===== src/rtl/tsadc_pkg.sv =====
package tsadc_pkg;

    typedef enum logic [2:0] {
        PH_IDLE,
        PH_SAMPLE,
        PH_TRIAL,
        PH_DECIDE,
        PH_RAMP
    } phase_e;

endpackage


===== src/rtl/tsadc_sar_reg.sv =====
module tsadc_sar_reg #(
    parameter int W = 7
) (
    input  logic         clk,
    input  logic         rst_n,
    input  logic         init_i,
    input  logic         decide_i,
    input  logic         cmp_i,
    output logic [W-1:0] trial_o,
    output logic [W-1:0] code_o,
    output logic         last_o
);
    localparam logic [W-1:0] MSB_MASK = W'(1) << (W - 1);

    typedef struct packed {
        logic [W-1:0] code;
        logic [W-1:0] mask;
    } sar_s;

    sar_s r_d, r_q;

    always_comb begin
        r_d = r_q;
        if (init_i) begin
            r_d.code = '0;
            r_d.mask = MSB_MASK;
        end else if (decide_i) begin
            if (cmp_i) begin
                r_d.code = r_q.code | r_q.mask;
            end
            r_d.mask = r_q.mask >> 1;
        end
    end

    always_ff @(posedge clk or negedge rst_n) begin
        if (!rst_n) begin
            r_q <= '0;
        end else begin
            r_q <= r_d;
        end
    end

    assign trial_o = r_q.code | r_q.mask;
    assign code_o  = r_q.code;
    assign last_o  = r_q.mask[0];

    // the pointer walks as a single bit, never two at once
    p_mask_onehot_r3: assert property (@(posedge clk) disable iff (!rst_n)
        $onehot0(r_q.mask));

    // the bit under trial ends up equal to the comparator reading
    p_keep_bit_r3: assert property (@(posedge clk) disable iff (!rst_n)
        decide_i |=> (((r_q.code & $past(r_q.mask)) != '0) == $past(cmp_i)));

endmodule


===== src/rtl/tsadc_fine_cnt.sv =====
module tsadc_fine_cnt #(
    parameter int W = 7
) (
    input  logic         clk,
    input  logic         rst_n,
    input  logic         clear_i,
    input  logic         run_i,
    input  logic         cmp_i,
    output logic [W-1:0] count_o,
    output logic         done_o
);
    localparam logic [W-1:0] CNT_MAX = {W{1'b1}};

    typedef struct packed {
        logic [W-1:0] count;
    } cnt_s;

    cnt_s r_d, r_q;
    logic at_max;
    logic stop;

    always_comb begin
        at_max = (r_q.count == CNT_MAX);
        stop   = run_i && (!cmp_i || at_max);
        r_d    = r_q;
        if (clear_i) begin
            r_d.count = '0;
        end else if (run_i && !stop) begin
            r_d.count = r_q.count + 1'b1;
        end
    end

    always_ff @(posedge clk or negedge rst_n) begin
        if (!rst_n) begin
            r_q <= '0;
        end else begin
            r_q <= r_d;
        end
    end

    assign count_o = r_q.count;
    assign done_o  = stop;

    // once the ramp ends, the count freezes
    p_count_freeze_r6: assert property (@(posedge clk) disable iff (!rst_n)
        done_o |=> (r_q.count == $past(r_q.count)));

    // while running and not finished the count moves up by one
    p_count_step_r5: assert property (@(posedge clk) disable iff (!rst_n)
        (run_i && !done_o && !clear_i) |=> (r_q.count == $past(r_q.count) + 1'b1));

endmodule


===== src/rtl/tsadc_seq.sv =====
module tsadc_seq
    import tsadc_pkg::*;
#(
    parameter int SAMPLE_CYC = 2
) (
    input  logic   clk,
    input  logic   rst_n,
    input  logic   start_i,
    input  logic   sar_last_i,
    input  logic   fine_done_i,
    output phase_e phase_o,
    output logic   accept_o
);
    localparam int SMP_W = (SAMPLE_CYC > 1) ? $clog2(SAMPLE_CYC) : 1;
    localparam logic [SMP_W-1:0] SMP_LAST = SMP_W'(SAMPLE_CYC - 1);

    typedef struct packed {
        phase_e           ph;
        logic [SMP_W-1:0] smp;
    } seq_s;

    seq_s r_d, r_q;

    always_comb begin
        r_d      = r_q;
        accept_o = 1'b0;
        unique case (r_q.ph)
            PH_IDLE: begin
                if (start_i) begin
                    accept_o = 1'b1;
                    r_d.ph   = PH_SAMPLE;
                    r_d.smp  = '0;
                end
            end
            PH_SAMPLE: begin
                if (r_q.smp == SMP_LAST) begin
                    r_d.ph = PH_TRIAL;
                end else begin
                    r_d.smp = r_q.smp + 1'b1;
                end
            end
            PH_TRIAL: begin
                r_d.ph = PH_DECIDE;
            end
            PH_DECIDE: begin
                r_d.ph = sar_last_i ? PH_RAMP : PH_TRIAL;
            end
            PH_RAMP: begin
                if (fine_done_i) begin
                    r_d.ph = PH_IDLE;
                end
            end
            default: begin
                r_d.ph = PH_IDLE;
            end
        endcase
    end

    always_ff @(posedge clk or negedge rst_n) begin
        if (!rst_n) begin
            r_q <= '{ph: PH_IDLE, smp: '0};
        end else begin
            r_q <= r_d;
        end
    end

    assign phase_o = r_q.ph;

    // the sampling window is not cut short
    p_sample_len_r2: assert property (@(posedge clk) disable iff (!rst_n)
        (r_q.ph == PH_SAMPLE && r_q.smp != SMP_LAST) |=> (r_q.ph == PH_SAMPLE));

    // a request during the search does not reopen sampling
    p_no_restart_r9: assert property (@(posedge clk) disable iff (!rst_n)
        (r_q.ph != PH_IDLE && start_i) |=> (r_q.ph != PH_SAMPLE || $past(r_q.ph) == PH_SAMPLE));

    // the ramp is only entered from the last coarse decision
    p_ramp_entry_r4: assert property (@(posedge clk) disable iff (!rst_n)
        (r_q.ph == PH_RAMP && $past(r_q.ph) != PH_RAMP) |-> ($past(r_q.ph) == PH_DECIDE && $past(sar_last_i)));

endmodule


===== src/rtl/tsadc_ctrl.sv =====
module tsadc_ctrl
    import tsadc_pkg::*;
#(
    parameter int COARSE_W   = 7,
    parameter int FINE_W     = 7,
    parameter int SAMPLE_CYC = 2,
    localparam int RES_W     = COARSE_W + FINE_W
) (
    input  logic                clk,
    input  logic                rst_n,
    input  logic                start_i,
    input  logic                cmp_i,
    output logic [COARSE_W-1:0] dac_code_o,
    output logic                sample_o,
    output logic                ramp_rst_o,
    output logic                ramp_en_o,
    output logic                busy_o,
    output logic                valid_o,
    output logic [RES_W-1:0]    data_o
);
    phase_e              phase;
    logic                accept;
    logic [COARSE_W-1:0] sar_trial;
    logic [COARSE_W-1:0] sar_code;
    logic                sar_last;
    logic [FINE_W-1:0]   fine_count;
    logic                fine_done;
    logic                in_search;

    typedef struct packed {
        logic [RES_W-1:0] data;
        logic             valid;
    } res_s;

    res_s r_d, r_q;

    tsadc_seq #(
        .SAMPLE_CYC (SAMPLE_CYC)
    ) u_seq (
        .clk         (clk),
        .rst_n       (rst_n),
        .start_i     (start_i),
        .sar_last_i  (sar_last),
        .fine_done_i (fine_done),
        .phase_o     (phase),
        .accept_o    (accept)
    );

    tsadc_sar_reg #(
        .W (COARSE_W)
    ) u_sar (
        .clk      (clk),
        .rst_n    (rst_n),
        .init_i   (accept),
        .decide_i (phase == PH_DECIDE),
        .cmp_i    (cmp_i),
        .trial_o  (sar_trial),
        .code_o   (sar_code),
        .last_o   (sar_last)
    );

    tsadc_fine_cnt #(
        .W (FINE_W)
    ) u_fine (
        .clk     (clk),
        .rst_n   (rst_n),
        .clear_i (accept),
        .run_i   (phase == PH_RAMP),
        .cmp_i   (cmp_i),
        .count_o (fine_count),
        .done_o  (fine_done)
    );

    always_comb begin
        r_d       = r_q;
        r_d.valid = 1'b0;
        if (fine_done) begin
            r_d.data  = {sar_code, fine_count};
            r_d.valid = 1'b1;
        end
    end

    always_ff @(posedge clk or negedge rst_n) begin
        if (!rst_n) begin
            r_q <= '0;
        end else begin
            r_q <= r_d;
        end
    end

    assign in_search  = (phase == PH_TRIAL) || (phase == PH_DECIDE);
    assign dac_code_o = in_search ? sar_trial : sar_code;
    assign sample_o   = (phase == PH_SAMPLE);
    assign ramp_rst_o = (phase == PH_SAMPLE) || in_search;
    assign ramp_en_o  = (phase == PH_RAMP);
    assign busy_o     = (phase != PH_IDLE);
    assign valid_o    = r_q.valid;
    assign data_o     = r_q.data;

    // the strobe lasts a single cycle
    p_valid_pulse_r8: assert property (@(posedge clk) disable iff (!rst_n)
        valid_o |=> !valid_o);

    // the word only changes together with the strobe
    p_data_hold_r8: assert property (@(posedge clk) disable iff (!rst_n)
        !valid_o |-> $stable(data_o));

    // the DAC code is frozen while the ramp runs
    p_dac_hold_r4: assert property (@(posedge clk) disable iff (!rst_n)
        (ramp_en_o && $past(ramp_en_o)) |-> $stable(dac_code_o));

    // ramp discharge and ramp run never overlap
    p_ramp_excl_r11: assert property (@(posedge clk) disable iff (!rst_n)
        !(ramp_en_o && (ramp_rst_o || sample_o)));

    // busy only rises in answer to a request
    p_busy_cause_r9: assert property (@(posedge clk) disable iff (!rst_n)
        $rose(busy_o) |-> $past(start_i));

    // the block is idle when the strobe appears
    p_idle_at_valid_r10: assert property (@(posedge clk) disable iff (!rst_n)
        valid_o |-> !busy_o);

endmodule


===== config.mk =====
export PLATFORM = sky130hd
export DESIGN_NAME = tsadc_ctrl
export DESIGN_NICKNAME = d
export VERILOG_FILES = /design/src/rtl/tsadc_pkg.sv /design/src/rtl/tsadc_sar_reg.sv /design/src/rtl/tsadc_fine_cnt.sv /design/src/rtl/tsadc_seq.sv /design/src/rtl/tsadc_ctrl.sv
export SDC_FILE = /design/constraint.sdc
export NUM_CORES = 1
export LEC_CHECK = 0
export BUFFER_PORTS_ARGS = -buffer_cell sky130_fd_sc_hd__buf_2
export CAP_MARGIN = 20
export CORE_ASPECT_RATIO = 1.1
export CORE_UTILIZATION = 49
export DETAILED_ROUTE_END_ITERATION = 12
export GPL_TIMING_DRIVEN = 1
export PLACE_DENSITY = 0.76
export SYNTH_ARGS = -nofsm -noshare
export SYNTH_HDL_FRONTEND = slang
export SYNTH_SLANG_ARGS = --single-unit
export TNS_END_PERCENT = 30

===== constraint.sdc =====
create_clock -name clk -period 1.5 [get_ports clk]
set_input_delay 0.15 -clock clk [delete_from_list [all_inputs] [get_ports clk]]
set_output_delay 0.15 -clock clk [all_outputs]
set_load 0.05 [all_outputs]

## Yosys cells after proc, flatten, opt, wreduce, memory -nomap -nowiden

Index checks and enable logic that the tools add are counted.

- Add/subtract/negate cells: 2
- Bitwise logic cells: 1
- Reduce and logical (&&, ||, !) cells: 16
- Mux-type cells: 16
- Equal/unequal tests: 8

Operators by type and width:

| cell | count |
|---|---|
| 2-to-1 mux 14 bit | 2 |
| 2-to-1 mux 7 bit | 4 |
| case mux 3 bit (5 select lines) | 1 |
| 2-to-1 mux 3 bit | 3 |
| nonzero test 2 bit | 4 |
| adder 7 x 1 -> 7 bit (second input constant) | 1 |
| == test 7 bit (second input constant) | 1 |
| bitwise OR 7 bit | 1 |
| == test 3 x 2 -> 1 bit (second input constant) | 2 |
| 2-to-1 mux 1 bit | 4 |
| 2-to-1 mux 4 bit | 1 |
| != test 2 bit (second input constant) | 2 |
| AND reduction 2 bit | 2 |
| == test 3 x 1 -> 1 bit (second input constant) | 1 |
| == test 3 bit (second input constant) | 1 |
| zero test 3 bit | 1 |
| logical OR 1 bit | 3 |
| AND reduction 3 bit | 1 |
| nonzero test 3 bit | 1 |
| logical AND 1 bit | 2 |
| zero test 1 bit | 2 |
| != test 2 x 1 -> 1 bit (second input constant) | 1 |
| case mux 1 bit (2 select lines) | 1 |
| adder 1 bit (second input constant) | 1 |

- Logic and storage cells: 50
- Bits in registers: 40

## Depth between registers and ports, before layout

Gate-level depths: netlist (run 1).

- Depth in word-level cells: 7
- Gate-level depth with buffers: 7
- Depth with buffers taken out: 5

## Hierarchy

Synthesis (run 1) repeated with hierarchy kept, for this count alone.

- Cell total of the unflattened synthesis: 161
- Area, all modules: 1955.6 um^2

Modules (own cells, without submodules):

| module | cells an instance | instances | seq. area each (um^2) | area an instance (um^2) |
|---|---|---|---|---|
| tsadc_ctrl | 46 | 1 | 375.4 | 704.4 |
| tsadc_sar_reg | 59 | 1 | 350.3 | 646.9 |
| tsadc_fine_cnt | 36 | 1 | 175.2 | 390.4 |
| tsadc_seq | 20 | 1 | 100.1 | 214.0 |

## Worst setup path before layout (run 1)

OpenSTA, ideal clock, no wires.

- Path kind: flip-flop to flip-flop
- Start: register u_seq.r_q, in the netlist u_seq.phase_o[1]
- End: register r_q, in the netlist data_o[13]
- Path slack: -472 ps
- Arrival time: 1845 ps
- Clock period less this slack: 1972 ps
- Library setup time: 128 ps
- Cell stages (with the launch flop): 6
- Required time: 1372 ps
- Cells stage by stage: dfrtp_1 -> buf_2 -> nor3b_4 -> nand2_2 -> buf_6 -> mux2_1

- Longest elaborated chain between the ends: 2

RTL lines:

| element | RTL line | text |
|---|---|---|
| start: declaration | tsadc_seq.sv:22 | `seq_s r_d, r_q;` |
| start signal: assignment | tsadc_seq.sv:61 | `r_q <= '{ph: PH_IDLE, smp: '0};` |
| start signal: assignment | tsadc_seq.sv:63 | `r_q <= r_d;` |
| == test 3 bit | -- |  |
| named net ramp_en_o | tsadc_ctrl.sv:16 | `output logic ramp_en_o,` |
| logical AND 1 bit | tsadc_fine_cnt.sv:24 | `stop = run_i && (!cmp_i \|\| at_max);` |
| end signal: assignment | tsadc_ctrl.sv:87 | `r_q <= r_d;` |
| end: declaration | tsadc_ctrl.sv:35 | `res_s r_d, r_q;` |

The timed path passes the listed nets, and every way through them passes these cells.
A chain may end at the register's enable or synchronous reset.

## Worst setup path after layout (run 1)

- Start: register u_seq.r_q, in the netlist u_seq.phase_o[1]
- End: output port dac_code_o[0]

- Longest elaborated chain between the ends: 3

RTL lines:

| element | RTL line | text |
|---|---|---|
| == test 3 x 2 -> 1 bit | tsadc_ctrl.sv:91 | `assign in_search = (phase == PH_TRIAL) \|\| (phase == PH_DECIDE);` |
| logical OR 1 bit (*) | tsadc_ctrl.sv:91 |  |
| 2-to-1 mux 7 bit (*) | tsadc_ctrl.sv:92 | `assign dac_code_o = in_search ? sar_trial : sar_code;` |
| end: declaration | tsadc_ctrl.sv:13 | `output logic [COARSE_W-1:0] dac_code_o,` |

Every way passes the cells marked *; elsewhere a longest branch is shown, timed or not.

==> results.md, run 1 <==
* Clk pin slew, worst setup/hold paths at 0.12 ns
* Post-route DRC at 0
* Cell breakdown of the critical path: and2b_2, buf_6, a21o_1, buf_6
* Time the worst path needs with I/O delays and setup at 1.65 ns
* Slew HR at between 80% and 90%
* Final HPWL DP at 2520 um
* Avg Inst Size Synth at 11.3 um2
* Ys Warns at 0
* Status: finished, violations left
* Maximum clock path buffer count at 2
* Via/cell ratio at 5.43
* All-Layer GR Usage at 23.0%
* Worst-margin pin slew at roughly 0.29 ns
* TritonCTS clock tree: yes
* Crit path DAT at roughly 1.5 ns
* Clock latency on the worst-skew pair at approximately 0.35 ns
* Initial Util at 51.6%
* Synth top area cells: dfrtp_1, mux2_2, a21oi_1, nand3_1, a21o_1
* Drt pass-1 iters at 4
* Share of layout cells above drive strength 1 at 43.9%
* Critical path startpoint category: register
* GRT overflow at 0
* RSZ-0062 raised after global routing: true
* WP data required at 1.35 ns
* Largest stage delay, worst path at 0.44 ns
* Crit end category: primary output
* Row count at 22
* Antenna violations before repair at 0
* Post-layout util at 69.9%
* Post-Synthesis Cell Area at 0.00173 mm2
* # port buffers at 29
* Filler cell count at 256
* N_diodes at 0
* Post-synth top area share at approximately 58%
* Worst vdd ir at 0.880 mV
* Register area share after synthesis at roughly 58%
* Mapped Cells at between 150 and 200
* Final Wtd Congestion at 0.906
* Number of synthesized register bits at 40
* Vias at 1412
* Vias in the first global route at 1391
* Initial DRC Count at 62
* Syn_nets at around 160
* WL per Instance at between 10 and 15 um
* Cells after DPL at 241
* Hold WC Path Type: in -> reg
* Final worst slack at -0.150 ns
* Peak Freq at 606 MHz
* Total CTS buffers at 5
* Multi-input logic area at a little over 700 um2
* Post-synth top area cell: dfrtp_1
* First-pass GRT wire length at 6440 um
* Tcrit/Tclk final at 110%
* Synth top cells by count: dfrtp_1, a21oi_1, nand3_1, mux2_2, nor2_1
* Top FF cell, synth: dfrtp_1
* Power per cell area at approximately 1800 mW/mm2
* P_leak at ~1.2 nW
* Crit-path slowest cell: dfrtp_1
* Setup violators final at 12
* Max_cap viols at 0
* CTS root buffer: clkbuf_4
* Clock skew at just over 0.01 ns
* Pre-CTS setup slack at 0.0108 ns
* Non-filler cells in the finished layout at 260
* Die H at roughly 64 um
* CP max FO at 6
* DRT Wirelength at 3870 um
* Number of routed nets with antenna violations at 0
* Nets at 216
* Reg area at approximately 0.0010 mm2
* Synth cell types at 34
* Final Hold Vio Count at 0
* Core area at 0.00336 mm2
* Die W at 58.7 um
* Post-synth EDFFs at 0
* H-tree depth at 2
* Crit Path Class: reg -> out
* Largest net degree at the start of global routing at 41
* Top-count cell post-synth: dfrtp_1
* Sink Count at 40
* Io pins at 30
* Failing checks: setup timing
* Die area at between 0.003 and 0.004 mm2
* Area growth from synthesis to layout at 35.4%
* Synth async-reset ratio at 100%
* Crit-path most repeated cell: buf_6
* Fin. max-slew vios at 0
flip-flops by register name, indices dropped and copies added (netlist names):
signal,count
u_sar.code_o,7
u_sar.last_o,1
valid_o,1
u_seq.phase_o,3
u_sar.r_q,6
data_o,14
u_seq.r_q,1
u_fine.count_o,7
kinds of logic (layout without fill, tap and decap cells):
logic type / after synthesis / count (layout) / share of synthesized area, %
DFF: 40 / 40 / 57.7
and+or+nand+nor: 48 / 48 / 14.3
buffers and inverters: 13 / 71 / 3.68
muxes: 14 / 14 / 9.09
adders and majority gates: 1 / 1 / 0.721
AOI/OAI and AO/OA: 38 / 38 / 14.5
power by group:
| group | internal [mW] | switching (mW) |
|---|---|---|
| sequential | 1.31 | 0.215 |
| combinational | 0.785 | 1.21 |
| clock | 0.228 | 0.356 |
metal layers:
metal	up-vias	global-route usage [%]	routed length [um]
li1	662	-	-
met2	52	38.8	1980
met4	0	8.04	46
met5	-	0	0
met1	692	27.6	1640
met3	6	6.48	202
placed cells by master, fill, tap and decap left out, types with 5 or more instances in the layout:
cell and instances:
clkbuf_4 5, dfrtp_1 40, buf_4 23, nor2_1 12
buf_2 18, a21o_1 8, nand3_1 13, nand2_1 9
mux2_2 13, buf_6 15, a21oi_1 16
critical path: cells and delay by family (launching register included):
family,cells,cell delay (ns)
simple gates,1,0.25
flops,1,0.44
buf+inv,2,0.29
compound gates,1,0.17
through the flow:
stage | setup TNS [ns] | hold WS [ns] | total power [mW] | cell area, um2
3_5_place_dp | 0 | 0.134 | 3.11 | 2080
5_1_grt | -2.07 | 0.103 | 4.34 | 2350
3_3_place_gp | 0 | 0.130 | 3.06 | 2080
6_report | -1.18 | 0.0903 | 4.11 | 2350
2_1_floorplan | -7.77 | -0.146 | 2.73 | 1750
4_1_cts | -1.24 | 0.105 | 3.98 | 2250
final cells by class:
type / instances / share of cell area, %
Sequential cell: 40 / 42.6
Multi-Input combinational cell: 101 / 30.2
Timing Repair Buffer: 60 / 21.4
Tap cell: 48 / 2.56
Clock buffer: 6 / 2.18
Inverter: 3 / 0.479
Clock inverter: 2 / 0.639
what timing repair did:
item / in CTS / in global routing
setup endpoints to repair: 12 / 34
pin swaps: 8 / 4
hold buffers: 1 / 0
hold endpoints to repair: 40 / 0
gates cloned: 0 / 0
buffers inserted: 3 / 7
gates resized for setup: 23 / 12
worst paths after layout:
path                                               from                             to  slack (ns)  cells past startpoint
max                        u_seq.phase_o[1]$_DFFE_PN0P_                  dac_code_o[0]       -0.15                      4
min                                             start_i       u_sar.r_q[6]$_DFFE_PN0P_        0.09                      3
max reg2reg                u_seq.phase_o[1]$_DFFE_PN0P_  u_fine.count_o[4]$_DFFE_PN0P_       -0.01                      5
min reg2reg                       data_o[5]$_DFFE_PN0P_          data_o[5]$_DFFE_PN0P_        0.51                      1
max in group asynchronous                         rst_n       u_sar.r_q[2]$_DFFE_PN0P_        1.02                      3
min in group asynchronous                         rst_n       u_sar.r_q[5]$_DFFE_PN0P_        0.29                      3
(Power assumes the default switching activity.)
==> inputs of run 2 (changes only) <==
Settings changed: CORE_UTILIZATION 49 to 50, CTS_CLUSTER_DIAMETER from default to 60, PLACE_DENSITY 0.76 to 0.75, SYNTH_HIERARCHICAL from default to 1.
==> run 2 against run 1 <==
  * The flow still finishes with violations (setup timing)
  * Utilization decreased by 0.44 points
  * Clock-buffer cell count increased by 2
  * Register-to-register slack got worse by 0.12 ns
  * Die area increased by 10%
  * Final cell count increased by 1.9%
  * Worst setup slack got worse by 0.010 ns
  * Critical path type unchanged
  * Highest routed layer unchanged
==> results.md, run 2 <==
* Dpl cell area at 0.00226 mm2
* Hold WC Path Type: in -> reg
* H-tree depth at 2
* Status: finished, violations left
* CTS root buffer: clkbuf_8
* Max reg flops at 14
* Die H at 67.6 um
* Synth async-reset ratio at 100%
* Total CTS buffers at 5
* Initial DRC Count at 63
* Final HPWL DP at between 2000 and 3000 um
* Synth cell types at 40
* Sink Count at 40
* CP max FO at 8
* Filler cell count at 284
* Worst vdd ir at 0.838 mV
* # port buffers at 29
* Crit Path Class: reg -> out
* WL per Instance at 16.6 um
* Commonest cells after routing, fill and taps aside: dfrtp_1, buf_4, nor2_1, buf_2, mux2_4
* Post-Synthesis Cell Area at 0.00196 mm2
* Vias in the first global route at 1429
* Pre-CTS setup slack at -0.198 ns
* N_diodes at 0
* Syn_nets at ~170
* Area growth from synthesis to layout at 30.9%
* Time the worst path needs with I/O delays and setup at 1.66 ns
* Number of synthesized register bits at 40
* Maximum clock path buffer count at 2
* Crit end category: primary output
* Design area at approximately 0.0026 mm2
* Post-synth top area cell: dfrtp_1
* Clk pin slew, worst setup/hold paths at roughly 0.070 ns
* Failing checks: setup timing
* Avg Inst Size Synth at 12.1 um2
* All-Layer GR Usage at 22.9%
* Peak Freq at 602 MHz
* Sw frac at roughly 41%
* Core area at 0.00368 mm2
* RSZ-0062 raised after global routing: true
* DRT Wirelength at between 4000 and 5000 um
* Synth top area cells: dfrtp_1, mux2_2, mux2_4, nor2_1, buf_4
* Final worst slack at -0.160 ns
* Fin. max-slew vios at 0
* Vias at 1423
* Share of layout cells above drive strength 1 at a little over half
* Via/cell ratio at 5.37
* Clock skew at 0.00460 ns
* Post-layout util at 69.5%
* Post-synth EDFFs at 0
* Reg2Reg Depth at 6
* Worst-margin pin slew at 0.429 ns
* Non-filler cells in the finished layout at about 270
* Initial Util at 53.1%
* Tcrit/Tclk final at 111%
* Top-count cell post-synth: dfrtp_1
* Number of routed nets with antenna violations at 0
* Post-route setup TNS at -2.15 ns
* Max_cap viols at 0
* Tot Pwr at between 4 and 5 mW
* Row count at 23
* Commonest non-fill, non-tap cell in the layout: dfrtp_1
* Setup violators final at 35
* Io pins at 30
* P_leak at roughly 1.3 nW
* Cells after DPL at 250
* Psw at between 2 and 2.5 mW
* Power per cell area at 1910 mW/mm2
* Final Wtd Congestion at about 0.83
* GRT overflow at 0
* Register area share after synthesis at 51.2%
* First-pass GRT wire length at 6690 um
* Hold_ws at 0.170 ns
* Antenna violations before repair at 0
* Post-synth top area share at 51.2%
* Critical path startpoint category: register
* Clk pwr share at 14.8%
* Clock latency on the worst-skew pair at roughly 0.29 ns
* TritonCTS clock tree: yes
* Ys Warns at 6
* Final Hold Vio Count at 0
* Seq pwr share at 30.8%
* Top FF cell, synth: dfrtp_1
* WHS Path Cells at 3
* Drt pass-1 iters at 4
* Slew HR at 71.4%
* Internal power component at 2.87 mW
* Mapped Cells at 161
* Nets at around 220
* Comb pwr share at 54.4%
* Die W at 61.6 um
* Synth top cells by count: dfrtp_1, nor2_1, mux2_2, buf_4
* Crit path DAT at 1.51 ns
* Die area at 0.00417 mm2
* Largest net degree at the start of global routing at 24
* WP data required at 1.35 ns
* Post-route DRC at 0
[run 2: routing by layer]
layer	global-route usage (%)	vias to the layer above	share of wire (%)	routed length, um
met4	10.8	0	2.8	123
met5	0	-	0	0
met2	39.5	42	52	2270
met3	6.32	13	4.6	202
met1	25.8	710	41	1800
li1	-	658	-	-
[run 2: logic make-up after synthesis]
kind of cell | after synthesis | synth area share [%]
compound gates | 21 | 7.93
flops | 40 | 51.2
xor+xnor | 4 | 1.79
mux | 28 | 17.0
simple gates | 49 | 14.2
buf+inv | 18 | 7.23
fa+ha+maj | 1 | 0.640
[run 2: worst paths after layout]
path,startpoint,to,slack [ns]
worst max-delay path,u_seq/phase_o[1]$_DFFE_PN0P_,dac_code_o[4],-0.16
worst min-delay path,start_i,u_seq/phase_o[0]$_DFFE_PN0P_,0.17
worst max register to register,u_seq/phase_o[0]$_DFFE_PN0P_,u_fine/count_o[5]$_DFFE_PN0P_,-0.13
worst min register to register,data_o[8]$_DFFE_PN0P_,data_o[8]$_DFFE_PN0P_,0.51
max in group asynchronous,rst_n,u_seq/phase_o[0]$_DFFE_PN0P_,0.68
min in group asynchronous,rst_n,data_o[11]$_DFFE_PN0P_,0.34
[run 2: worst max-delay path, cell delays in order (launching register included)]
cell	delay, ns
dfrtp_1	0.43
buf_6	0.15
nand2b_4	0.16
mux2_4	0.33
buf_6	0.15
[run 2: what timing repair did]
action / in CTS / in global routing
hold buffers: 1 / 0
endpoints found under the setup margin: 44 / 46
pin swaps: 3 / 5
gates resized for setup: 25 / 20
hold endpoints to repair: 17 / 0
cloned: 1 / 0
buffers inserted: 2 / 3
[run 2: final cells by class]
type                       instances  area, um2  share of cell area [%]
inverter                           3       11.3                   0.440
tap                               50       62.6                    2.44
multi-input combinational        104        917                    35.8
timing repair buffer              60        477                    18.6
clock buffer                       8       90.1                    3.52
sequential                        40       1000                    39.1
[run 2: power by group through the flow]
stage | clock, mW | combinational, mW | sequential [mW]
6_report | 0.724 | 2.67 | 1.51
5_1_grt | 0.782 | 2.83 | 1.54
4_1_cts | 0.744 | 2.56 | 1.51
3_5_place_dp | 0 | 2.25 | 1.53
3_3_place_gp | 0 | 2.20 | 1.51
2_1_floorplan | 0 | 1.89 | 1.58
==> inputs of run 3 (changes only) <==
Settings changed: CORE_UTILIZATION 50 to 56, PLACE_DENSITY 0.75 to 0.8.
Clock period 1.5 ns to 1.8 ns, I/O delays scaled along.
==> run 3 against run 2 <==
  * The flow now finishes without violations
  * First-iteration DRC count is 60% lower
  * Global-route usage is 0.43 points lower
  * Worst setup slack better by 0.22 ns
  * Via count is 7.3% lower
  * Clock power is 9.8% lower
  * Critical path type unchanged
  * Largest power group unchanged
==> results.md, run 3 (synthesis gave the netlist of run 2 again) <==
* DRT Wirelength at roughly 3600 um
* WP data required at 1.62 ns
* Vias in the first global route at roughly 1300
* Sink Count at 40
* N_diodes at 0
* Internal power component at 2.33 mW
* RSZ-0062 raised after global routing: true
* Core area at roughly 0.0033 mm2
* Share of layout cells above drive strength 1 at 46.2%
* Cell count along the critical path at 4
* Clk pin slew, worst setup/hold paths at approximately 0.11 ns
* # port buffers at 29
* Crit path DAT at 1.56 ns
* Pre-CTS setup slack at 0.0909 ns
* CTS root buffer: clkbuf_4
* WHS Path Cells at 3
* WL per Instance at 14.6 um
* First-pass GRT wire length at slightly above 6000 um
* CP bufs+invs at 2
* Worst-margin pin slew at around 0.49 ns
* H-tree depth at 2
* Time the worst path needs with I/O delays and setup at roughly 1.7 ns
* Hold_ws at between 0.1 and 0.15 ns
* Clock latency on the worst-skew pair at 0.35 ns
* Largest net degree at the start of global routing at 41
* Status: finished clean
* Die W at 58.3 um
* Fin. max-slew vios at 0
* Hold WC Path Type: in -> reg
* Comb pwr share at 51.9%
* Commonest cells after routing, fill and taps aside: dfrtp_1, nor2_1, buf_2, mux2_2, buf_4
* Filler cell count at 247
* Largest stage delay, worst path at 0.43 ns
* Final Hold Vio Count at 0
* Peak Freq at 573 MHz
* GRT overflow at 0
* Crit Path Class: reg -> out
* Nets at 203
* Worst reg2reg path startpoint: u_seq/phase_o[2]$_DFFE_PN0P_
* Die area at 0.00373 mm2
* Final Wtd Congestion at 0.704
* Total CTS buffers at 5
* Initial DRC Count at 25
* Antenna violations before repair at 0
* Via/cell ratio at 5.34
* Setup violators final at 0
* Maximum clock path buffer count at 2
* Dpl cell area at 0.00212 mm2
* TritonCTS clock tree: yes
* Cell family with most CP delay: flip-flops
* Clock skew at 0.0146 ns
* Final HPWL DP at 2450 um
* Seq pwr share at 31.6%
* Crit end category: primary output
* CP max FO at 8
* Clk pwr share at 16.5%
* Reg2reg end: u_sar/r_q[3]$_DFFE_PN0P_
* Initial Util at 58.7%
* Max reg flops at 14
* R2R Setup Slk at 0.12 ns
* CP endpoint: dac_code_o[6]
* Io pins at 30
* Commonest non-fill, non-tap cell in the layout: dfrtp_1
* Crit-path slowest cell: dfrtp_1
* Design area at 0.00232 mm2
* Row count at 22
* Slew HR at 67.0%
* CP startpoint: u_seq/phase_o[1]$_DFFE_PN0P_
* Final worst slack at 0.0557 ns
* Power per cell area at 1700 mW/mm2
* Cell breakdown of the critical path: buf_6, nand2b_4, mux2_4, buf_6
* Max_cap viols at 0
* Post-route DRC at 0
* P_leak at 1.22 nW
* Critical path startpoint category: register
* Tcrit/Tclk final at 96.9%
* Crit-path most repeated cell: buf_6
* Sw frac at approximately two fifths
* Hold Crit Start: start_i
* Reg2Reg Depth at 7
* Number of routed nets with antenna violations at 0
* Area growth from synthesis to layout at 18.7%
* Worst vdd ir at 1.07 mV
* Vias at 1319
* Psw at 1.62 mW
* All-Layer GR Usage at 22.5%
* Post-layout util at 69.7%
* Drt pass-1 iters at 4
* Die H at 64.0 um
## run 3: worst min path at each step
stage and end:
3_5_place_dp u_sar/code_o[4]$_DFFE_PN0P_, 6_report u_seq/phase_o[0]$_DFFE_PN0P_, 3_3_place_gp u_sar/code_o[4]$_DFFE_PN0P_, 4_1_cts u_seq/phase_o[0]$_DFFE_PN0P_
2_1_floorplan data_o[0]$_DFFE_PN0P_, 5_1_grt u_seq/phase_o[0]$_DFFE_PN0P_
## run 3: layout make-up
cell class                 instances  area (um2)  share of cell area (%)
inverter                           3        11.3                   0.485
multi-input combinational        103         830                    35.7
timing repair buffer              45         325                    14.0
clock buffer                       7        65.1                    2.80
tap                               48        60.1                    2.59
sequential                        40        1000                    43.1
clock inverter                     1        30.0                    1.29
## run 3: power groups by stage
stage	Clock [mW]	Sequential (mW)	Combinational, mW
floorplan	0	1.31	1.57
detailed placement	0	1.26	1.78
global placement	0	1.25	1.72
CTS	0.677	1.25	1.93
finish	0.653	1.25	2.05
global route	0.709	1.28	2.18
## run 3: what timing repair did
action / CTS / global route
hold buffers: 1 / 0
buffers inserted: 1 / 4
endpoints found under the setup margin: 8 / 11
gates resized for setup: 12 / 8
endpoints found under the hold margin: 40 / 0
## run 3: routing by layer
| metal | part of all wire (%) | GRT usage [%] |
|---|---|---|
| met4 | 2.0 | 10.1 |
| met1 | 42 | 26.9 |
| met5 | 0 | 0 |
| met2 | 52 | 36.8 |
| met3 | 3.7 | 7.09 |
## run 3: worst min-delay path: stages
cell and delay, ns:
buf_2 0.08, o21bai_1 0.05, a21oi_1 0.12
## run 3: per-stage QoR
step | power, mW | cells | TNS, ns
floorplan | 2.88 | 161 | -0.0214
global placement | 2.97 | 233 | 0
detailed placement | 3.04 | 233 | 0
CTS | 3.86 | 243 | 0
global route | 4.17 | 247 | -0.0424
finish | 3.95 | 247 | 0
